<file path="src/rtl/gdi_pkg.sv">
package gdi_pkg;
  localparam int unsigned ADDR_W = 6;
  localparam int unsigned DLY_W  = 2;
  localparam int unsigned MODE_W = 3;

  localparam logic [ADDR_W-1:0] OFS_DLY  = 6'h14;
  localparam logic [ADDR_W-1:0] OFS_IN   = 6'h18;
  localparam logic [ADDR_W-1:0] OFS_MODE = 6'h1C;
  localparam logic [ADDR_W-1:0] OFS_RAW  = 6'h20;
  localparam logic [ADDR_W-1:0] OFS_ENA  = 6'h24;
  localparam logic [ADDR_W-1:0] OFS_STAT = 6'h28;
  localparam logic [ADDR_W-1:0] OFS_CLR  = 6'h2C;

  typedef enum logic [MODE_W-1:0] {
    TM_OFF_A  = 3'd0,
    TM_OFF_B  = 3'd1,
    TM_LOW    = 3'd2,
    TM_HIGH   = 3'd3,
    TM_FALL   = 3'd4,
    TM_RISE   = 3'd5,
    TM_BOTH_A = 3'd6,
    TM_BOTH_B = 3'd7
  } trig_mode_e;
endpackage

</file>
<file path="src/rtl/gdi_delay_line.sv">
module gdi_delay_line #(
  parameter int unsigned SEL_W = 2
) (
  input  logic             clk_i,
  input  logic             rst_ni,
  input  logic             din_i,
  input  logic [SEL_W-1:0] sel_i,
  output logic             dout_o
);
  localparam int unsigned MAX_DLY = (1 << SEL_W) - 1;

  logic [MAX_DLY:0] tap;

  assign tap[0] = din_i;

  always_ff @(posedge clk_i or negedge rst_ni) begin
    if (!rst_ni) tap[MAX_DLY:1] <= '0;
    else         tap[MAX_DLY:1] <= tap[MAX_DLY-1:0];
  end

  assign dout_o = tap[sel_i];
endmodule

</file>
<file path="src/rtl/gdi_trig_detect.sv">
module gdi_trig_detect
  import gdi_pkg::*;
(
  input  logic              clk_i,
  input  logic              rst_ni,
  input  logic              lvl_i,
  input  logic [MODE_W-1:0] mode_i,
  output logic              trig_o
);
  logic prev_q;
  logic rise, fall;

  always_ff @(posedge clk_i or negedge rst_ni) begin
    if (!rst_ni) prev_q <= 1'b0;
    else         prev_q <= lvl_i;
  end

  assign rise = lvl_i & ~prev_q;
  assign fall = ~lvl_i & prev_q;

  always_comb begin
    unique case (trig_mode_e'(mode_i))
      TM_LOW:              trig_o = ~lvl_i;
      TM_HIGH:             trig_o = lvl_i;
      TM_FALL:             trig_o = fall;
      TM_RISE:             trig_o = rise;
      TM_BOTH_A, TM_BOTH_B: trig_o = rise | fall;
      default:             trig_o = 1'b0;
    endcase
  end
endmodule

</file>
<file path="src/rtl/gdi_csr.sv">
module gdi_csr
  import gdi_pkg::*;
#(
  parameter int unsigned N_CH = 8,
  parameter int unsigned DW   = 32
) (
  input  logic                     clk_i,
  input  logic                     rst_ni,
  input  logic                     bus_en_i,
  input  logic                     bus_we_i,
  input  logic [ADDR_W-1:0]        bus_addr_i,
  input  logic [DW-1:0]            bus_wdata_i,
  output logic [DW-1:0]            bus_rdata_o,
  output logic                     bus_rvalid_o,
  input  logic [N_CH-1:0]          in_lvl_i,
  input  logic [N_CH-1:0]          trig_i,
  output logic [DLY_W*N_CH-1:0]    dly_o,
  output logic [MODE_W*N_CH-1:0]   mode_o,
  output logic [N_CH-1:0]          raw_o,
  output logic [N_CH-1:0]          ena_o,
  output logic [N_CH-1:0]          stat_o
);
  localparam int unsigned DLY_BITS  = DLY_W * N_CH;
  localparam int unsigned MODE_BITS = MODE_W * N_CH;

  logic [DLY_BITS-1:0]  dly_q;
  logic [MODE_BITS-1:0] mode_q;
  logic [N_CH-1:0]      raw_q, ena_q, clr_mask, stat;
  logic [DW-1:0]        rd_mux, rdata_q;
  logic                 rvalid_q, wr_hit, rd_hit;
  logic                 unused_wdata;

  assign wr_hit   = bus_en_i & bus_we_i;
  assign rd_hit   = bus_en_i & ~bus_we_i;
  assign clr_mask = (wr_hit && bus_addr_i == OFS_CLR) ? bus_wdata_i[N_CH-1:0] : '0;
  assign stat     = raw_q & ena_q;
  assign unused_wdata = ^bus_wdata_i[DW-1:MODE_BITS];

  always_comb begin
    rd_mux = '0;
    unique case (bus_addr_i)
      OFS_DLY:  rd_mux[DLY_BITS-1:0]  = dly_q;
      OFS_IN:   rd_mux[N_CH-1:0]      = in_lvl_i;
      OFS_MODE: rd_mux[MODE_BITS-1:0] = mode_q;
      OFS_RAW:  rd_mux[N_CH-1:0]      = raw_q;
      OFS_ENA:  rd_mux[N_CH-1:0]      = ena_q;
      OFS_STAT: rd_mux[N_CH-1:0]      = stat;
      default:  rd_mux = '0;
    endcase
  end

  always_ff @(posedge clk_i or negedge rst_ni) begin
    if (!rst_ni) begin
      dly_q    <= '0;
      mode_q   <= '0;
      ena_q    <= '0;
      raw_q    <= '0;
      rdata_q  <= '0;
      rvalid_q <= 1'b0;
    end else begin
      // trigger has priority over a same-cycle clear
      raw_q    <= (raw_q & ~clr_mask) | trig_i;
      rvalid_q <= rd_hit;
      if (rd_hit) rdata_q <= rd_mux;
      if (wr_hit) begin
        unique case (bus_addr_i)
          OFS_DLY:  dly_q  <= bus_wdata_i[DLY_BITS-1:0];
          OFS_MODE: mode_q <= bus_wdata_i[MODE_BITS-1:0];
          OFS_ENA:  ena_q  <= bus_wdata_i[N_CH-1:0];
          default:  ;
        endcase
      end
    end
  end

  assign bus_rdata_o  = rdata_q;
  assign bus_rvalid_o = rvalid_q;
  assign dly_o        = dly_q;
  assign mode_o       = mode_q;
  assign raw_o        = raw_q;
  assign ena_o        = ena_q;
  assign stat_o       = stat;
endmodule

</file>
<file path="src/rtl/gpio_dly_irq.sv">
module gpio_dly_irq
  import gdi_pkg::*;
#(
  parameter int unsigned N_CH = 8,
  parameter int unsigned DW   = 32
) (
  input  logic              clk_i,
  input  logic              rst_ni,
  input  logic [N_CH-1:0]   pins_i,
  input  logic              bus_en_i,
  input  logic              bus_we_i,
  input  logic [ADDR_W-1:0] bus_addr_i,
  input  logic [DW-1:0]     bus_wdata_i,
  output logic [DW-1:0]     bus_rdata_o,
  output logic              bus_rvalid_o,
  output logic              irq_o
);
  logic [DLY_W*N_CH-1:0]  dly_w;
  logic [MODE_W*N_CH-1:0] mode_w;
  logic [N_CH-1:0]        lvl_w, trig_w, raw_w, ena_w, stat_w;

  for (genvar g = 0; g < N_CH; g++) begin : g_ch
    gdi_delay_line #(.SEL_W(DLY_W)) u_dly (
      .clk_i  (clk_i),
      .rst_ni (rst_ni),
      .din_i  (pins_i[g]),
      .sel_i  (dly_w[DLY_W*g +: DLY_W]),
      .dout_o (lvl_w[g])
    );

    gdi_trig_detect u_trig (
      .clk_i  (clk_i),
      .rst_ni (rst_ni),
      .lvl_i  (lvl_w[g]),
      .mode_i (mode_w[MODE_W*g +: MODE_W]),
      .trig_o (trig_w[g])
    );
  end

  gdi_csr #(.N_CH(N_CH), .DW(DW)) u_csr (
    .clk_i        (clk_i),
    .rst_ni       (rst_ni),
    .bus_en_i     (bus_en_i),
    .bus_we_i     (bus_we_i),
    .bus_addr_i   (bus_addr_i),
    .bus_wdata_i  (bus_wdata_i),
    .bus_rdata_o  (bus_rdata_o),
    .bus_rvalid_o (bus_rvalid_o),
    .in_lvl_i     (lvl_w),
    .trig_i       (trig_w),
    .dly_o        (dly_w),
    .mode_o       (mode_w),
    .raw_o        (raw_w),
    .ena_o        (ena_w),
    .stat_o       (stat_w)
  );

  assign irq_o = |stat_w;
endmodule

</file>
<file path="config.mk">
export PLATFORM = sky130hd
export DESIGN_NAME = gpio_dly_irq
export DESIGN_NICKNAME = d
export VERILOG_FILES = /design/src/rtl/gdi_pkg.sv /design/src/rtl/gdi_delay_line.sv /design/src/rtl/gdi_trig_detect.sv /design/src/rtl/gdi_csr.sv /design/src/rtl/gpio_dly_irq.sv
export SDC_FILE = /design/constraint.sdc
export NUM_CORES = 1
export LEC_CHECK = 0
export BUFFER_PORTS_ARGS = -buffer_cell sky130_fd_sc_hd__buf_2
export CAP_MARGIN = 10
export CORE_ASPECT_RATIO = 0.5
export CORE_MARGIN = 3
export CORE_UTILIZATION = 50
export DETAILED_ROUTE_END_ITERATION = 8
export GPL_ROUTABILITY_DRIVEN = 0
export PLACE_DENSITY = 0.72
export SLEW_MARGIN = 15
export SYNTH_ARGS = -nofsm -noshare
export SYNTH_HDL_FRONTEND = slang
export SYNTH_SLANG_ARGS = --single-unit
</file>
<file path="constraint.sdc">
create_clock -name clk_i -period 2.2 [get_ports clk_i]
set_input_delay 0.55 -clock clk_i [delete_from_list [all_inputs] [get_ports clk_i]]
set_output_delay 0.55 -clock clk_i [all_outputs]
set_load 0.02 [all_outputs]
</file>
# [Yosys cells after proc, flatten, opt, wreduce, memory -nomap -nowiden]
# Index checks and enable logic that the tools add are counted.
[op_classes] n_lt_le_gt_ge=8 eq_ne=55 mux=28 bitwise_logic=47 n_reduce_logical=13
[op_table] op="$eq 3x3->1 const B" count=32
[op_table] op="$eq 3x2->1 const B" count=16
[op_table] op="$pmux 8 s6" count=1
[op_table] op="$pmux 1 s5" count=8
[op_table] op="$eq 6x6->1 const B" count=4
[op_table] op="$lt 2x3->1 const B" count=8
[op_table] op="$and 1x1->1" count=18
[op_table] op="$eq 6x5->1 const B" count=3
[op_table] op="$not 1->1" count=17
[op_table] op="$and 8x8->8" count=2
[op_table] op="$bmux 1 s2" count=8
[op_table] op="$mux 8" count=2
[op_table] op="$pmux 8 s2" count=1
[op_table] op="$reduce_or 2->1" count=8
[op_table] op="$mux 1" count=8
[op_table] op="$not 8->8" count=1
[op_table] op="$or 1x1->1" count=8
[op_table] op="$or 8x8->8" count=1
[op_table] op="$reduce_or 8->1" count=1
[op_table] op="$reduce_and 2->1" count=3
[op_table] op="$logic_and 1x1->1" count=1
[totals] regBits=113 output_inout_bits=34 word_cells=173

# [Longest topological paths before layout]
[logic_depth] ltp_word=7 ltp_mapped=9

# [Modules after synthesis]
# Synthesis repeated with hierarchy kept, for this count alone.
[hier_totals] hier_cells=420 hier_area_um2=5340.1
[by_module_without_submodules] mod="gdi_csr" instances=1 cells_per_inst=305 area_each_um2=3692.3
[by_module_without_submodules] mod="gdi_trig_detect" instances=8 cells_per_inst=10 area_each_um2=106.4
[by_module_without_submodules] mod="gdi_delay_line" instances=8 cells_per_inst=4 area_each_um2=97.6
[by_module_without_submodules] mod="gpio_dly_irq" instances=1 cells_per_inst=3 area_each_um2=16.3

# [Least setup slack after synthesis]
# Ideal clock, no wire load.
[synth_timing] kind="input to register" start="in bus_addr_i[3]" end="reg u_csr.mode_q[10] (netlist: u_csr.mode_o[10])" arrival_ns=1.936 required_ns=2.075 slack_ns=0.139 path_stages=7 n_path_buf=3 path_cell_list="buf_2 -> nand4bb_2 -> nor3b_2 -> nor2b_1 -> buf_4 -> buf_6 -> mux2_2"
[synth_between] elab_chain_cells=2
[synth_rtl] item="start: declaration" line_no="gpio_dly_irq.sv:12" rtl="input logic [ADDR_W-1:0] bus_addr_i,"
[synth_rtl] item="$eq 6x5->1" line_no="gdi_csr.sv:66" rtl="unique case (bus_addr_i)"
[synth_rtl] item="$reduce_and 2->1 (no source line)"
[synth_rtl] item="end signal: assignment" line_no="gdi_csr.sv:68" rtl="OFS_MODE: mode_q <= bus_wdata_i[MODE_BITS-1:0];"
[synth_rtl] item="end: declaration" line_no="gdi_csr.sv:27" rtl="logic [MODE_BITS-1:0] mode_q;"
# Every way passes these cells.
# A chain may end at the register's enable or synchronous reset.

# [Worst setup path in the final report]
[layout_timing] start="reg u_csr.dly_q[10] (netlist: u_csr.dly_o[10])" end="reg u_csr.raw_q[5] (netlist: u_csr.raw_o[5])"
[layout_between] elab_chain_cells=7 word_cells_on_any_way=8 cone_classes="mux (3); bitwise (5)"
[layout_rtl] item="start: declaration" line_no="gdi_csr.sv:26" rtl="logic [DLY_BITS-1:0] dly_q;"
[layout_rtl] item="start signal: assignment" line_no="gdi_csr.sv:67" rtl="OFS_DLY: dly_q <= bus_wdata_i[DLY_BITS-1:0];"
[layout_rtl] item="$bmux 1 s2 (*)" line_no="gdi_delay_line.sv:21" rtl="assign dout_o = tap[sel_i];"
[layout_rtl] item="$mux 1 (not written as such) (*)" line_no="gdi_delay_line.sv:21"
[layout_rtl] item="named net g_ch[5].u_dly.dout_o" line_no="gdi_delay_line.sv:8" rtl="output logic dout_o"
[layout_rtl] item="$not 1->1" line_no="gdi_trig_detect.sv:19, gdi_trig_detect.sv:23"
[layout_rtl] item="$and 1x1->1" line_no="gdi_trig_detect.sv:19" rtl="assign fall = ~lvl_i & prev_q;"
[layout_rtl] item="$or 1x1->1" line_no="gdi_trig_detect.sv:27" rtl="TM_BOTH_A, TM_BOTH_B: trig_o = rise | fall;"
[layout_rtl] item="$pmux 1 s5 (*)" line_no="gdi_trig_detect.sv:22" rtl="unique case (trig_mode_e'(mode_i))"
[layout_rtl] item="$or 8x8->8 (*)" line_no="gdi_csr.sv:62" rtl="raw_q <= (raw_q & ~clr_mask) | trig_i;"
[layout_rtl] item="end signal: assignment" line_no="gdi_csr.sv:62"
[layout_rtl] item="end: declaration" line_no="gdi_csr.sv:28" rtl="logic [N_CH-1:0] raw_q, ena_q, clr_mask, stat;"
# The timed path passes the listed nets; every way through them passes the cells marked *. The select of a mux whose other input is x is not followed.

==> tab_implementation.tex <==
\begin{tabular}{lr}
\hline
Metric & Value \\
\hline
\multicolumn{2}{l}{\textbf{Detailed routing}} \\
Residual DRC & 0 \\
Detailed-route via count & approximately 3700 \\
Final Routed Wirelength & 12400 um \\
Number of nets with antenna violations after detailed routing & 0 \\
Via/cell ratio & 5.60 \\
Initial DRC count & around 270 \\
Number of search-and-repair iterations in the first detailed-routing pass & 5 \\
Final routed wire length divided by cell count & 18.6 um \\
\multicolumn{2}{l}{\textbf{Critical path}} \\
Launching element type of the critical path & flip-flop \\
Worst EP arrival & 2370 ps \\
Reg2Reg Launch Point & u\_csr.dly\_o[10] \\
Crit-path max cell delay & 430 ps \\
Setup CP Type & reg2reg \\
Cell mode on critical path & sky130\_fd\_sc\_hd\_\_o21ai\_0 \\
Critical path's slowest cell & sky130\_fd\_sc\_hd\_\_dfrtp\_2 \\
Req. time, crit path & 2500 ps \\
Chain of cells forming the critical path & mux2\_2 -> o21ai\_0 -> inv\_1 -> ha\_1 -> nor2b\_1 -> o21ai\_0 -> o2111ai\_1 -> a22o\_1 \\
Max FO, Critical Path & 4 \\
Start point of the critical path & u\_csr.dly\_o[10] \\
Critical Path End Type & flip-flop \\
\multicolumn{2}{l}{\textbf{Global route}} \\
Pin count of the biggest net entering global routing & 44 \\
Final global-route overflow total & 0 \\
Global-route wire length before repair & 20100 um \\
Via count of the first global-routing pass & 3760 \\
Global routing usage summed across all routing layers & 22.7\% \\
Number of antenna violations at the first check in global routing & 0 \\
\multicolumn{2}{l}{\textbf{Die}} \\
I/O pin count & 84 \\
FP Rows & 25 \\
Die Span X & roughly 150 um \\
DIE HEIGHT & between 70 and 80 um \\
Die area & 0.0118 mm2 \\
Area of the core & approximately 0.01 mm2 \\
Initial standard-cell utilization of the core & approximately 53\% \\
\multicolumn{2}{l}{\textbf{STA}} \\
Worst-Margin Slew & approximately 940 ps \\
Highest clock rate & 0.483 GHz \\
Fin Clk Skew & a little under 8 ps \\
Worst relative slew slack & 36.8\% \\
Min Clock Period, post-route & slightly above 2000 ps \\
Final-report setup violation count & 0 \\
Fin crit share & 94.2\% \\
Number of max-slew violations in the final report & 0 \\
Count of final hold-check violations & 0 \\
Unrepaired setup endpoints after global routing & false \\
\multicolumn{2}{l}{\textbf{Clock network}} \\
TritonCTS clock tree & yes \\
Worst-path clk slew & around 50 ps \\
Total setup buffers inserted after CTS & 0 \\
Buffer cell driving the clock tree root & sky130\_fd\_sc\_hd\_\_clkbuf\_16 \\
Count of H-tree levels built during CTS & 4 \\
Worst-skew pair later-pin latency & 410 ps \\
Sink Count & between 100 and 150 \\
Clock tree buffer depth & 2 \\
Num CTS Buffers & 17 \\
\multicolumn{2}{l}{\textbf{Synthesis}} \\
Top area cells in the synthesized netlist & sky130\_fd\_sc\_hd\_\_dfrtp\_1, sky130\_fd\_sc\_hd\_\_mux2\_2, sky130\_fd\_sc\_hd\_\_ha\_1 \\
Number of flops mapped to enable cells by yosys & 0 \\
Number of standard cells after synthesis & around 430 \\
Yosys Warn Count & 0 \\
Most instantiated cells after synthesis & sky130\_fd\_sc\_hd\_\_dfrtp\_1, sky130\_fd\_sc\_hd\_\_mux2\_2, sky130\_fd\_sc\_hd\_\_nand2\_1 \\
Yosys top cell by area & sky130\_fd\_sc\_hd\_\_dfrtp\_1 \\
\#FFs+latches synth & 113 \\
Count of different cell masters after synthesis & between 40 and 50 \\
Most common flop cell mapped by yosys & sky130\_fd\_sc\_hd\_\_dfrtp\_1 \\
Proportion of synthesized flip-flops having asynchronous set or reset & 100\% \\
Sequential-to-total area share from yosys stat & between 50\% and 60\% \\
Cell area after synthesis & about 0.0052 mm2 \\
Mean post-synth cell area & around 12 um2 \\
Share of Yosys cell area claimed by the top area cell type & 54.1\% \\
Most frequent cell after synthesis & sky130\_fd\_sc\_hd\_\_dfrtp\_1 \\
\multicolumn{2}{l}{\textbf{Layout}} \\
Share of layout cells above drive strength 1 & approximately a third \\
Final non-filler cell total & about 670 \\
Count of antenna diodes in the layout & 0 \\
Final design utilization & 65.5\% \\
Layout area overhead & 22.7\% \\
Nets & between 500 and 600 \\
\multicolumn{2}{l}{\textbf{Run status}} \\
Run status & completed \\
\multicolumn{2}{l}{\textbf{Power and ir drop}} \\
Peak VDD IR & 0.000560 V \\
Power per standard cell area & 911 mW/mm2 \\
Standby leakage power & 3.12 nW \\
\multicolumn{2}{l}{\textbf{Place}} \\
Number of cells in the design after placement & 634 \\
Number of buffers inserted by port buffering & 67 \\
HPWL after detailed placement & 8580 um \\
\multicolumn{2}{l}{\textbf{Run}} \\
Max capacitance violation total & 0 \\
\multicolumn{2}{l}{\textbf{Min path}} \\
Hold Path Class & in2async \\
\hline
\end{tabular}
[cell families after synthesis]
family          Yosys count  share of synthesized area (%)
flops                   113                           54.1
simple gates            110                           11.5
compound gates           75                           11.0
mux                      58                           13.7
buf+inv                  46                           4.74
fa+ha+maj                16                           3.83
xor+xnor                  6                           1.01
other cells               1                         0.0717
[routing by layer]
| metal | vias up | share of wire (%) | global-route usage [%] |
|---|---|---|---|
| li1 | 1728 | - | - |
| met1 | 1865 | 48 | 33.1 |
| met2 | 118 | 44 | 33.1 |
| met3 | 15 | 5.8 | 5.02 |
| met4 | 0 | 1.3 | 8.95 |
| met5 | - | 0 | 0 |
[final timing paths]
path / end / slack (ps) / cells past startpoint
max: u_csr.raw_o[5] / 130 / 8
min: g_ch[1].u_trig.prev_q / 90 / 1
max reg2reg: u_csr.raw_o[5] / 130 / 8
min reg2reg: g_ch[3].u_dly.tap[3] / 370 / 0
max in group asynchronous: u_csr.bus_rdata_o[7] / 1530 / 2
min in group clk_i: g_ch[0].u_dly.tap[1] / 260 / 1
[worst max-delay path, delay by kind of cell (launching register included)]
kind            cells  cell delay, ps
simple gates        1             120
fa+ha+maj           1             190
compound gates      4             760
flops               1             430
buf+inv             1              90
mux                 1             370
[what timing repair did]
action	in CTS	in global routing
hold buffers	0	0
resized for setup	0	4
setup endpoints to repair	0	2
[report_power, final]
group / switching, W / leakage [nW] / internal (W)
Combinational: 0.000347 / 1.40 / 0.000335
Clock: 0.000933 / 0.290 / 0.00177
Sequential: 0.000193 / 1.43 / 0.00227
Total: 0.00147 / 3.12 / 0.00437
[layout make-up]
| type | count | area (um2) |
|---|---|---|
| fill | 757 | 3380 |
| inverter | 21 | 78.8 |
| clock buffer | 21 | 480 |
| tap | 135 | 169 |
| multi-input combinational | 273 | 2190 |
| timing repair buffer | 92 | 563 |
| sequential | 113 | 2830 |
| clock inverter | 10 | 109 |
[registers in the layout (all words and copies together) (netlist names)]
register	cells
u_csr.bus_rdata_o	24
g_ch.u_dly.tap	24
u_csr.dly_o	16
u_csr.mode_o	24
u_csr.raw_o	8
g_ch.u_trig.prev_q	8
u_csr.bus_rvalid_o	1
u_csr.ena_o	8
[stage by stage]
step	setup TNS (ps)	setup WS, ps	power [W]	hold slack [ps]	area (um2)
finish	0	128	0.00585	90.8	6410
global route	0	5.78	0.00610	115	6410
CTS	0	64.9	0.00588	98.1	6410
detailed placement	-38.9	-33.4	0.00317	358	5820
global placement	0	5.99	0.00314	352	5820
floorplan	0	139	0.00287	254	5260
[cell usage in the layout, fill, tap and decap left out, types with 13 or more instances in the layout]
cell type,instances
sky130_fd_sc_hd__buf_4,23
sky130_fd_sc_hd__a221oi_1,16
sky130_fd_sc_hd__inv_1,20
sky130_fd_sc_hd__nor2_1,18
sky130_fd_sc_hd__clkbuf_16,17
sky130_fd_sc_hd__nor2b_1,13
sky130_fd_sc_hd__mux2_2,47
sky130_fd_sc_hd__buf_2,66
sky130_fd_sc_hd__dfrtp_1,112
sky130_fd_sc_hd__ha_1,16
sky130_fd_sc_hd__o21ai_0,13
sky130_fd_sc_hd__nand2_1,31
No activity file was read; power rests on OpenSTA's default activity.
